`config.mk`:
```
export PLATFORM = sky130hd
export DESIGN_NAME = pbm_master
export DESIGN_NICKNAME = d
export VERILOG_FILES = /design/src/rtl/pbm_pkg.sv /design/src/rtl/pbm_seq.sv /design/src/rtl/pbm_addr.sv /design/src/rtl/pbm_pins.sv /design/src/rtl/pbm_master.sv
export SDC_FILE = /design/constraint.sdc
export NUM_CORES = 1
export LEC_CHECK = 0
export ABC_CLOCK_PERIOD_IN_PS = 4600
export BUFFER_PORTS_ARGS = -buffer_cell sky130_fd_sc_hd__clkbuf_2
export CAP_MARGIN = 15
export CORE_MARGIN = 2
export CORE_UTILIZATION = 50
export DETAILED_ROUTE_END_ITERATION = 7
export GPL_TIMING_DRIVEN = 0
export PLACE_DENSITY_LB_ADDON = 0.1
export SLEW_MARGIN = 20
export SYNTH_ARGS = -nofsm -noshare
export SYNTH_HDL_FRONTEND = slang
export SYNTH_SLANG_ARGS = --single-unit
```
`constraint.sdc`:
```
create_clock -name clk -period 4.6 [get_ports clk]
set_clock_uncertainty 0.05 [all_clocks]
set_input_delay 0.23 -clock clk [delete_from_list [all_inputs] [get_ports clk]]
set_output_delay 0.23 -clock clk [all_outputs]
set_load 0.03 [all_outputs]
```
`src/rtl/pbm_pkg.sv`:
```
package pbm_pkg;
    localparam int WAIT_W = 4;

    localparam logic [1:0] MX_DEMUX = 2'd0;
    localparam logic [1:0] MX_PART  = 2'd1;
    localparam logic [1:0] MX_FULL  = 2'd2;

    localparam logic [1:0] STEP_INC = 2'd1;
    localparam logic [1:0] STEP_DEC = 2'd2;

    typedef enum logic [2:0] {
        PH_IDLE,
        PH_ADRL,
        PH_ADRH,
        PH_SETUP,
        PH_STROBE,
        PH_HOLD
    } phase_e;

    typedef struct packed {
        logic [1:0]        mux;
        logic              style;
        logic              cs_en;
        logic [3:0]        pol;
        logic [WAIT_W-1:0] w_setup;
        logic [WAIT_W-1:0] w_strobe;
        logic [WAIT_W-1:0] w_hold;
        logic [1:0]        step;
    } cfg_t;
endpackage

```
`src/rtl/pbm_seq.sv`:
```
module pbm_seq
    import pbm_pkg::*;
(
    input  logic              clk,
    input  logic              rst_n,
    input  logic              start,
    input  logic [1:0]        mux,
    input  logic [WAIT_W-1:0] w_setup,
    input  logic [WAIT_W-1:0] w_strobe,
    input  logic [WAIT_W-1:0] w_hold,
    output phase_e            phase,
    output logic              strobe_last,
    output logic              xfer_end
);
    typedef struct packed {
        phase_e            ph;
        logic [WAIT_W-1:0] cnt;
    } seq_t;

    seq_t s_d, s_q;

    always_comb begin
        s_d = s_q;
        unique case (s_q.ph)
            PH_IDLE: begin
                if (start) begin
                    if (mux == MX_FULL || mux == MX_PART) begin
                        s_d.ph = PH_ADRL;
                    end else begin
                        s_d.ph  = PH_SETUP;
                        s_d.cnt = w_setup;
                    end
                end
            end
            PH_ADRL: begin
                if (mux == MX_FULL) begin
                    s_d.ph = PH_ADRH;
                end else begin
                    s_d.ph  = PH_SETUP;
                    s_d.cnt = w_setup;
                end
            end
            PH_ADRH: begin
                s_d.ph  = PH_SETUP;
                s_d.cnt = w_setup;
            end
            PH_SETUP: begin
                if (s_q.cnt == '0) begin
                    s_d.ph  = PH_STROBE;
                    s_d.cnt = w_strobe;
                end else begin
                    s_d.cnt = s_q.cnt - 1'b1;
                end
            end
            PH_STROBE: begin
                if (s_q.cnt == '0) begin
                    s_d.ph  = PH_HOLD;
                    s_d.cnt = w_hold;
                end else begin
                    s_d.cnt = s_q.cnt - 1'b1;
                end
            end
            PH_HOLD: begin
                if (s_q.cnt == '0) s_d.ph = PH_IDLE;
                else               s_d.cnt = s_q.cnt - 1'b1;
            end
            default: s_d.ph = PH_IDLE;
        endcase
    end

    always_ff @(posedge clk or negedge rst_n) begin
        if (!rst_n) begin
            s_q <= '{ph: PH_IDLE, cnt: '0};
        end else begin
            s_q <= s_d;
        end
    end

    assign phase       = s_q.ph;
    assign strobe_last = (s_q.ph == PH_STROBE) && (s_q.cnt == '0);
    assign xfer_end    = (s_q.ph == PH_HOLD) && (s_q.cnt == '0);
endmodule

```
`src/rtl/pbm_addr.sv`:
```
module pbm_addr
    import pbm_pkg::*;
#(
    parameter int ADDR_W = 12
) (
    input  logic              clk,
    input  logic              rst_n,
    input  logic              accept,
    input  logic              load,
    input  logic [ADDR_W-1:0] load_val,
    input  logic              cs_en_new,
    input  logic              step_now,
    input  logic [1:0]        step,
    input  logic              cs_en_cur,
    output logic [ADDR_W-1:0] cur_addr
);
    typedef struct packed {
        logic [ADDR_W-1:0] addr;
    } addr_t;

    addr_t a_d, a_q;

    function automatic logic [ADDR_W-1:0] width_mask(input logic cs_en);
        logic [ADDR_W-1:0] m;
        m = '1;
        if (cs_en) m[ADDR_W-1] = 1'b0;
        return m;
    endfunction

    always_comb begin
        a_d = a_q;
        if (accept) begin
            a_d.addr = (load ? load_val : a_q.addr) & width_mask(cs_en_new);
        end else if (step_now) begin
            if (step == STEP_INC) begin
                a_d.addr = (a_q.addr + 1'b1) & width_mask(cs_en_cur);
            end else if (step == STEP_DEC) begin
                a_d.addr = (a_q.addr - 1'b1) & width_mask(cs_en_cur);
            end
        end
    end

    always_ff @(posedge clk or negedge rst_n) begin
        if (!rst_n) begin
            a_q <= '0;
        end else begin
            a_q <= a_d;
        end
    end

    assign cur_addr = a_q.addr;
endmodule

```
`src/rtl/pbm_pins.sv`:
```
module pbm_pins
    import pbm_pkg::*;
#(
    parameter int ADDR_W = 12,
    parameter int DATA_W = 8
) (
    input  phase_e            phase,
    input  logic [1:0]        mux,
    input  logic              style,
    input  logic              cs_en,
    input  logic [3:0]        pol,
    input  logic              wr,
    input  logic [DATA_W-1:0] wdata,
    input  logic [ADDR_W-1:0] addr,
    output logic [ADDR_W-2:0] pad_addr,
    output logic              pad_cs,
    output logic              pad_latch_lo,
    output logic              pad_latch_hi,
    output logic              pad_rd,
    output logic              pad_wr,
    output logic [DATA_W-1:0] pad_dout,
    output logic              pad_doe
);
    localparam int NPIN = 5;
    localparam int HI_W = ADDR_W - DATA_W;

    logic [NPIN-1:0] act;
    logic [NPIN-1:0] lvl;
    logic            data_ph;

    always_comb begin
        data_ph = (phase == PH_SETUP) || (phase == PH_STROBE) || (phase == PH_HOLD);
        act[0]  = (phase != PH_IDLE);
        act[1]  = (phase == PH_ADRL);
        act[2]  = (phase == PH_ADRH);
        act[3]  = style ? (data_ph && !wr) : ((phase == PH_STROBE) && !wr);
        act[4]  = style ? (phase == PH_STROBE) : ((phase == PH_STROBE) && wr);
    end

    for (genvar i = 0; i < NPIN; i++) begin : g_pol
        localparam int PSEL = (i == 0) ? 0 : ((i <= 2) ? 1 : i - 1);
        assign lvl[i] = act[i] ~^ pol[PSEL];
    end

    assign pad_cs       = cs_en ? lvl[0] : addr[ADDR_W-1];
    assign pad_latch_lo = lvl[1];
    assign pad_latch_hi = lvl[2];
    assign pad_rd       = lvl[3];
    assign pad_wr       = lvl[4];

    always_comb begin
        pad_dout = '0;
        pad_doe  = 1'b0;
        if (phase == PH_ADRL) begin
            pad_dout = addr[DATA_W-1:0];
            pad_doe  = 1'b1;
        end else if (phase == PH_ADRH) begin
            pad_dout = DATA_W'(addr[ADDR_W-1:DATA_W]);
            pad_doe  = 1'b1;
        end else if (data_ph && wr) begin
            pad_dout = wdata;
            pad_doe  = 1'b1;
        end
    end

    always_comb begin
        if (mux == MX_FULL) begin
            pad_addr = '0;
        end else if (mux == MX_PART) begin
            pad_addr = {addr[ADDR_W-2:DATA_W], {DATA_W{1'b0}}};
        end else begin
            pad_addr = addr[ADDR_W-2:0];
        end
    end

    if (HI_W < 2) begin : g_width_guard
        initial $error("ADDR_W must exceed DATA_W by at least 2");
    end
endmodule

```
`src/rtl/pbm_master.sv`:
```
module pbm_master
    import pbm_pkg::*;
#(
    parameter int ADDR_W = 12,
    parameter int DATA_W = 8
) (
    input  logic              clk,
    input  logic              rst_n,
    input  logic              req_valid,
    input  logic              req_write,
    input  logic              req_load,
    input  logic [ADDR_W-1:0] req_addr,
    input  logic [DATA_W-1:0] req_wdata,
    input  logic [1:0]        cfg_mux,
    input  logic              cfg_style,
    input  logic              cfg_cs_en,
    input  logic [3:0]        cfg_pol,
    input  logic [3:0]        cfg_wait_setup,
    input  logic [3:0]        cfg_wait_strobe,
    input  logic [3:0]        cfg_wait_hold,
    input  logic [1:0]        cfg_step,
    output logic              busy,
    output logic              done,
    output logic [DATA_W-1:0] rd_data,
    output logic [ADDR_W-2:0] pad_addr,
    output logic              pad_cs,
    output logic              pad_latch_lo,
    output logic              pad_latch_hi,
    output logic              pad_rd,
    output logic              pad_wr,
    output logic [DATA_W-1:0] pad_dout,
    output logic              pad_doe,
    input  logic [DATA_W-1:0] pad_din
);
    typedef struct packed {
        cfg_t              cfg;
        logic              wr;
        logic [DATA_W-1:0] wdata;
        logic [DATA_W-1:0] rdata;
        logic              done;
    } top_t;

    top_t t_d, t_q;

    phase_e            phase;
    logic              strobe_last;
    logic              xfer_end;
    logic              accept;
    cfg_t              cfg_in;
    cfg_t              cfg_use;
    logic [ADDR_W-1:0] cur_addr;

    always_comb begin
        cfg_in.mux      = cfg_mux;
        cfg_in.style    = cfg_style;
        cfg_in.cs_en    = cfg_cs_en;
        cfg_in.pol      = cfg_pol;
        cfg_in.w_setup  = cfg_wait_setup;
        cfg_in.w_strobe = cfg_wait_strobe;
        cfg_in.w_hold   = cfg_wait_hold;
        cfg_in.step     = cfg_step;
        accept          = req_valid && (phase == PH_IDLE);
        cfg_use         = accept ? cfg_in : t_q.cfg;
    end

    always_comb begin
        t_d      = t_q;
        t_d.done = xfer_end;
        if (accept) begin
            t_d.cfg   = cfg_in;
            t_d.wr    = req_write;
            t_d.wdata = req_wdata;
        end
        if (strobe_last && !t_q.wr) begin
            t_d.rdata = pad_din;
        end
    end

    always_ff @(posedge clk or negedge rst_n) begin
        if (!rst_n) begin
            t_q           <= '0;
            t_q.cfg.cs_en <= 1'b1;
        end else begin
            t_q <= t_d;
        end
    end

    pbm_seq u_seq (
        .clk         (clk),
        .rst_n       (rst_n),
        .start       (accept),
        .mux         (cfg_use.mux),
        .w_setup     (cfg_use.w_setup),
        .w_strobe    (cfg_use.w_strobe),
        .w_hold      (cfg_use.w_hold),
        .phase       (phase),
        .strobe_last (strobe_last),
        .xfer_end    (xfer_end)
    );

    pbm_addr #(.ADDR_W(ADDR_W)) u_addr (
        .clk       (clk),
        .rst_n     (rst_n),
        .accept    (accept),
        .load      (req_load),
        .load_val  (req_addr),
        .cs_en_new (cfg_in.cs_en),
        .step_now  (xfer_end),
        .step      (t_q.cfg.step),
        .cs_en_cur (t_q.cfg.cs_en),
        .cur_addr  (cur_addr)
    );

    pbm_pins #(.ADDR_W(ADDR_W), .DATA_W(DATA_W)) u_pins (
        .phase        (phase),
        .mux          (t_q.cfg.mux),
        .style        (t_q.cfg.style),
        .cs_en        (t_q.cfg.cs_en),
        .pol          (t_q.cfg.pol),
        .wr           (t_q.wr),
        .wdata        (t_q.wdata),
        .addr         (cur_addr),
        .pad_addr     (pad_addr),
        .pad_cs       (pad_cs),
        .pad_latch_lo (pad_latch_lo),
        .pad_latch_hi (pad_latch_hi),
        .pad_rd       (pad_rd),
        .pad_wr       (pad_wr),
        .pad_dout     (pad_dout),
        .pad_doe      (pad_doe)
    );

    assign busy    = (phase != PH_IDLE);
    assign done    = t_q.done;
    assign rd_data = t_q.rdata;
endmodule

```
After elaboration in Yosys (flattened, before gate mapping)
Cells that the tools add are included.

Logic and storage cells: 105. Register bits: 59.

$add $sub $neg: 3. Eq/ne operators: 18. Bitwise logic cells: 8. Reductions and logical operators: 21. Mux-type cells: 40.

Operator list (number): 12-bit two-way mux (5); 12-bit AND (3); 8-bit two-way mux (4); 4-bit one-hot mux with 6 select lines (1); 22-bit two-way mux (1); 4-bit two-way mux (5); 3-bit one-hot mux with 6 select lines (1); 1-bit two-way mux (17); 2-bit inequality test, second input constant (7); 12-bit by 1-bit adder with 12-bit output, second input constant (1); 12-bit by 1-bit subtractor with 12-bit output, second input constant (1); 11-bit two-way mux (1); 3-bit two-way mux (3); 1-bit logical AND (8); 7-bit two-way mux (1); 2-bit by 1-bit equality test with 1-bit output, second input constant (3); 2-bit equality test, second input constant (3); 3-bit by 2-bit equality test with 1-bit output, second input constant (2); 3-bit equality test, second input constant (2); 3-bit nonzero test (2); 6-bit nonzero test (1); 5-bit AND reduction (1); 1-bit XNOR (5); 4-bit logical NOT (1); other kinds (9) (11).

Logic depth before layout (Yosys ltp)
Word-level depth: 10. Depth in mapped cells: 12.

Cells and area by module
A second synthesis with hierarchy kept.

Cells, all modules: 403. Area total of the unflattened synthesis: 4162.7 um2.

By module, submodules not included: pbm_master (area each 1939.4 um2, sequential area each 1002.2 um2, cells an instance 110, times used 1); pbm_addr (area each 1058.5 um2, sequential area each 300.3 um2, cells an instance 133, times used 1); pbm_seq (area each 671.9 um2, sequential area each 175.2 um2, cells an instance 77, times used 1); pbm_pins (area each 493.0 um2, sequential area each 0.0 um2, cells an instance 83, times used 1).

Worst setup path after synthesis
No wires, ideal clock.

Path type: register -> register. Start point: register u_seq.s_q (netlist bit u_seq.phase[0]). End point: register u_seq.s_q[3] (netlist name). Stages on the path, launching flop included: 13. Slack: 1.850 ns. Period minus slack after synthesis: 2.750 ns. Arrival time: 2.618 ns. Buffers on the path: 2. Data required time: 4.467 ns. Library setup time: 0.083 ns. Cells stage by stage: dfrtp_1 > buf_2 > nor3_1 > nand2_1 > buf_2 > nand2_1 > nand2_1 > ha_1 > a21o_1 > a21oi_1 > o21ai_1 > mux2_2 > a31oi_1.

Cells in the longest elaborated chain, start to end: 7.

Ends and longest elaborated chain: start: declaration (line pbm_seq.sv:20) `seq_t s_d, s_q;`; start signal: assignment (line pbm_seq.sv:73) `s_q <= '{ph: PH_IDLE, cnt: '0};`; 3-bit logical NOT (line pbm_seq.sv:24, pbm_master.sv:62); 1-bit logical AND (line pbm_master.sv:62) `accept = req_valid && (phase == PH_IDLE);`; 22-bit two-way mux (line pbm_master.sv:63) `cfg_use = accept ? cfg_in : t_q.cfg;`; 2-bit equality test / 2-bit by 1-bit equality test with 1-bit output (equally long branches) (line pbm_seq.sv:27, pbm_seq.sv:36); 1-bit logical OR (line pbm_seq.sv:27) `if (mux == MX_FULL || mux == MX_PART) begin`; 2-bit inequality test (no source line); 5-bit AND reduction (no source line).

Parallel ways exist; a longest one is shown, timed or not. The select of a mux whose other input is x is not followed. A chain may end at the register's enable or synchronous reset.

Final worst setup path
Ends and elaborated chain as after synthesis.

==> reports/results.ini <==
[timing]
max_freq_mhz=297
final.min_clock_period_ps=3370
post-route-period-util=0.732
max_slew.worst_pin.slew_ps=589
slew-limit-headroom=0.605
totalNegativeSetupSlack_ps=0
final_hold_viol_count=0
final_critical_path_setup_slack_ps=1230
finalSetupViolations=0
timing.final.max_slew_violations=0
rsz0062_at_grt=no

[worst_setup_path]
max_stage_delay_ps=450
cp_common_cell=nand2_1
critical_path.max_fanout=10
reg2regPathDepth=12
setup.worst_path.start_class=register
path_cells=buf_2 > nor3_1 > nand2_1 > buf_2 > nand2_1 > nand2_1 > ha_1 > a21o_1 > a21oi_1 > o21ai_1 > mux2_2 > a31oi_1
worst_ep_arrival_time_ps=3580
crit_type=register to register
worstPathRequired_ps=4820
worst_setup_path_end_kind=register
crit_slowest_cell=dfrtp_1

[global_route]
globalRouteMet3Util=0.0631
met2_routing_resource_usage_after_global_routing=0.355
grt_remaining_overflow=0
pin_count_of_the_biggest_net_entering_global_routing=42
antenna_found_initial=0
grt.total_usage=0.241
global_route_wire_length_before_repair_um=14300
gr-max-usage-layer=met2
via_count_of_the_first_global_routing_pass=2922
global_route.usage.met1=0.348

[clock_tree]
post_cts_setup_buffers=0
cts_tree=done
cts.path.max_buffers=2
cts_inserted_buffers=9
numClockSinks=59
hold_buffers_post_cts=1
cts.reportedPaths.clkPinSlew_ps=70
cts_htree_levels=3
cts_root_buffer=clkbuf_8
insertion_delay_ps=350
cts_resized=0

[route]
avgViaCountPerCell=5.41
drc_errors=0
drtPass1Iterations=6
postRouteAntennaNets=0
via_count=3227
wl_per_cell_um=14.9
detail_route.iter0.violations=281
finalWirelength_um=8870

[floorplan]
starting_utilization_of_the_core_area=0.516
ios=90
die_x_um=87.7
core_area_um2=6790
design.die.area_um2=7700
row_count=30
fp.dieH_um=87.7

[synthesis]
seq_area_frac_synth=0.421
syn_nets=453
number_of_flops_mapped_to_enable_cells_by_yosys=0
yosys_register_bits=59
syn_avg_cell_area_um2=8.90
ys_async_sr_fraction=1.00
ys_types=60
yosys_warnings=0
most_used_flip_flop_cell_after_synthesis=dfrtp_1
netlist_instances=394
syn_area_um2=3510

[hold_path]
timing.hold.worst.class=input port to register
timing.hold.worst_path_depth=3

[cells_and_area]
fin_nets=555
antenna-diode-count=0
drive_above_1_share=0.307
num-fill-cells=590
layout-area-overhead-vs-synth_pct=22.8

[power_and_ir_drop]
share_clk_of_total_power=0.184
p_sw_mw=1.19
switching_share=0.452
powerDensity_nw_per_um2=613
cellLeakagePower_nw=2.11
sequentialPowerShare=0.322
combPwrFrac=0.494
irDropWorstVdd_v=0.000321
internal-power_mw=1.45

[job]
max_cap_violations=0

[placement]
dpl.hpwl_um=6540
detailedPlace.worstSlack_ps=1290
port_buffers=89
gp_congestion=0.945

[run_status]
run_status=finished, final reports clean

sequential cells by signal, summed over array words and instances, names as in the netlist:
signal and cells:
u_seq.s_q 4, rd_data 8, t_q 31, u_addr.cur_addr 12, done 1, u_seq.phase 3
layer usage:
metal  vias up  part of all wire  wire length (um)
met3        16             0.073               648
met4         0             0.016               139
met2       136              0.44              3910
met1      1490              0.47              4180
li1       1585                 -                 -
met5         -                 0                 0
critical path: cells and delay by family, from the launching register on:
family	cells	cell delay, ps
and+or+nand+nor	4	850
DFF	1	450
AOI/OAI and AO/OA	4	770
buffers and inverters	2	500
muxes	1	390
adders and majority gates	1	260
cells in the mapped netlist (7+ instances only):
cell type	count	share of area
nand2_1	80	0.086
dfrtp_1	58	0.41
nor2_1	22	0.024
inv_1	20	0.021
mux2_2	19	0.061
o21ai_0	17	0.024
and2_1	14	0.025
buf_4	11	0.024
nor3_1	11	0.016
a21oi_1	10	0.014
nand3_1	10	0.014
nand2b_1	9	0.016
clkbuf_1	7	0.0075
worst paths after layout:
check,to,startpoint,slack [ps]
max in group asynchronous,t_q[36]$_DFFE_PN1N_,rst_n,3670
worst max-delay path,u_seq.s_q[3]$_DFFE_PN0P_,u_seq.phase[0]$_DFFE_PN0P_,1230
worst min-delay path,t_q[23]$_DFFE_PN0N_,cfg_wait_hold[3],20
worst min register to register,t_q[16]$_DFFE_PN0N_,t_q[16]$_DFFE_PN0N_,430
worst max register to register,u_seq.s_q[3]$_DFFE_PN0P_,u_seq.phase[0]$_DFFE_PN0P_,1230
min in group asynchronous,t_q[15]$_DFFE_PN0N_,rst_n,280
final cells by class:
| class | count | area, um^2 | area share |
|---|---|---|---|
| clock buffers | 9 | 124 | 0.0288 |
| flip-flops and latches | 59 | 1480 | 0.343 |
| inverters | 20 | 75.1 | 0.0174 |
| well taps | 96 | 120 | 0.0279 |
| plain buffers | 29 | 171 | 0.0398 |
| clock inverters | 7 | 76.3 | 0.0177 |
| repair buffers | 91 | 478 | 0.111 |
| multi-input cells | 286 | 1780 | 0.414 |
cell usage in the layout (no fill, tap or decap), drive strengths merged, types with 3 or more instances in the layout:
cell type	instances
mux2	19
a31oi	6
mux2i	5
o22ai	3
or3	4
o211ai	5
a22o	4
a222oi	4
nand2b	9
or4	4
nand2	80
clkbuf	106
nor3	12
a21oi	10
clkinv	3
a22oi	3
a21o	3
nor2	23
inv	21
xnor2	6
nand3	10
ha	4
dfrtp	58
nor4	6
and2	14
buf	22
o21bai	3
o21ai	18
nor2b	3
cell families (layout without fill, tap and decap cells):
logic type | after synthesis | in the layout | share of synthesized area
buf+inv | 49 | 156 | 0.0703
flops | 59 | 59 | 0.421
mux | 24 | 24 | 0.0753
fa+ha+maj | 4 | 4 | 0.0143
xor+xnor | 8 | 8 | 0.0200
compound gates | 77 | 77 | 0.156
simple gates | 173 | 173 | 0.242
power groups by stage:
stage	clock, mW	sequential, mW	combinational [mW]
after global placement	0	0.853	1.27
after detailed placement	0	0.856	1.30
final	0.485	0.851	1.30
after CTS	0.494	0.847	1.30
after global routing	0.522	0.873	1.42
after floorplan	0	0.817	0.983
metrics by stage:
step / util / power, mW / hold WS (ps) / instances / instance area, um^2
floorplan: - / 1.80 / -116 / 394 / 3510
global placement: 0.599 / 2.12 / 370 / 579 / 4070
detailed placement: 0.603 / 2.15 / 103 / 580 / 4090
CTS: 0.634 / 2.64 / 4.64 / 597 / 4300
global route: 0.634 / 2.82 / 13.5 / 597 / 4300
finish: 0.634 / 2.64 / 20.1 / 597 / 4300
No activity file was read; power rests on OpenSTA's default activity.
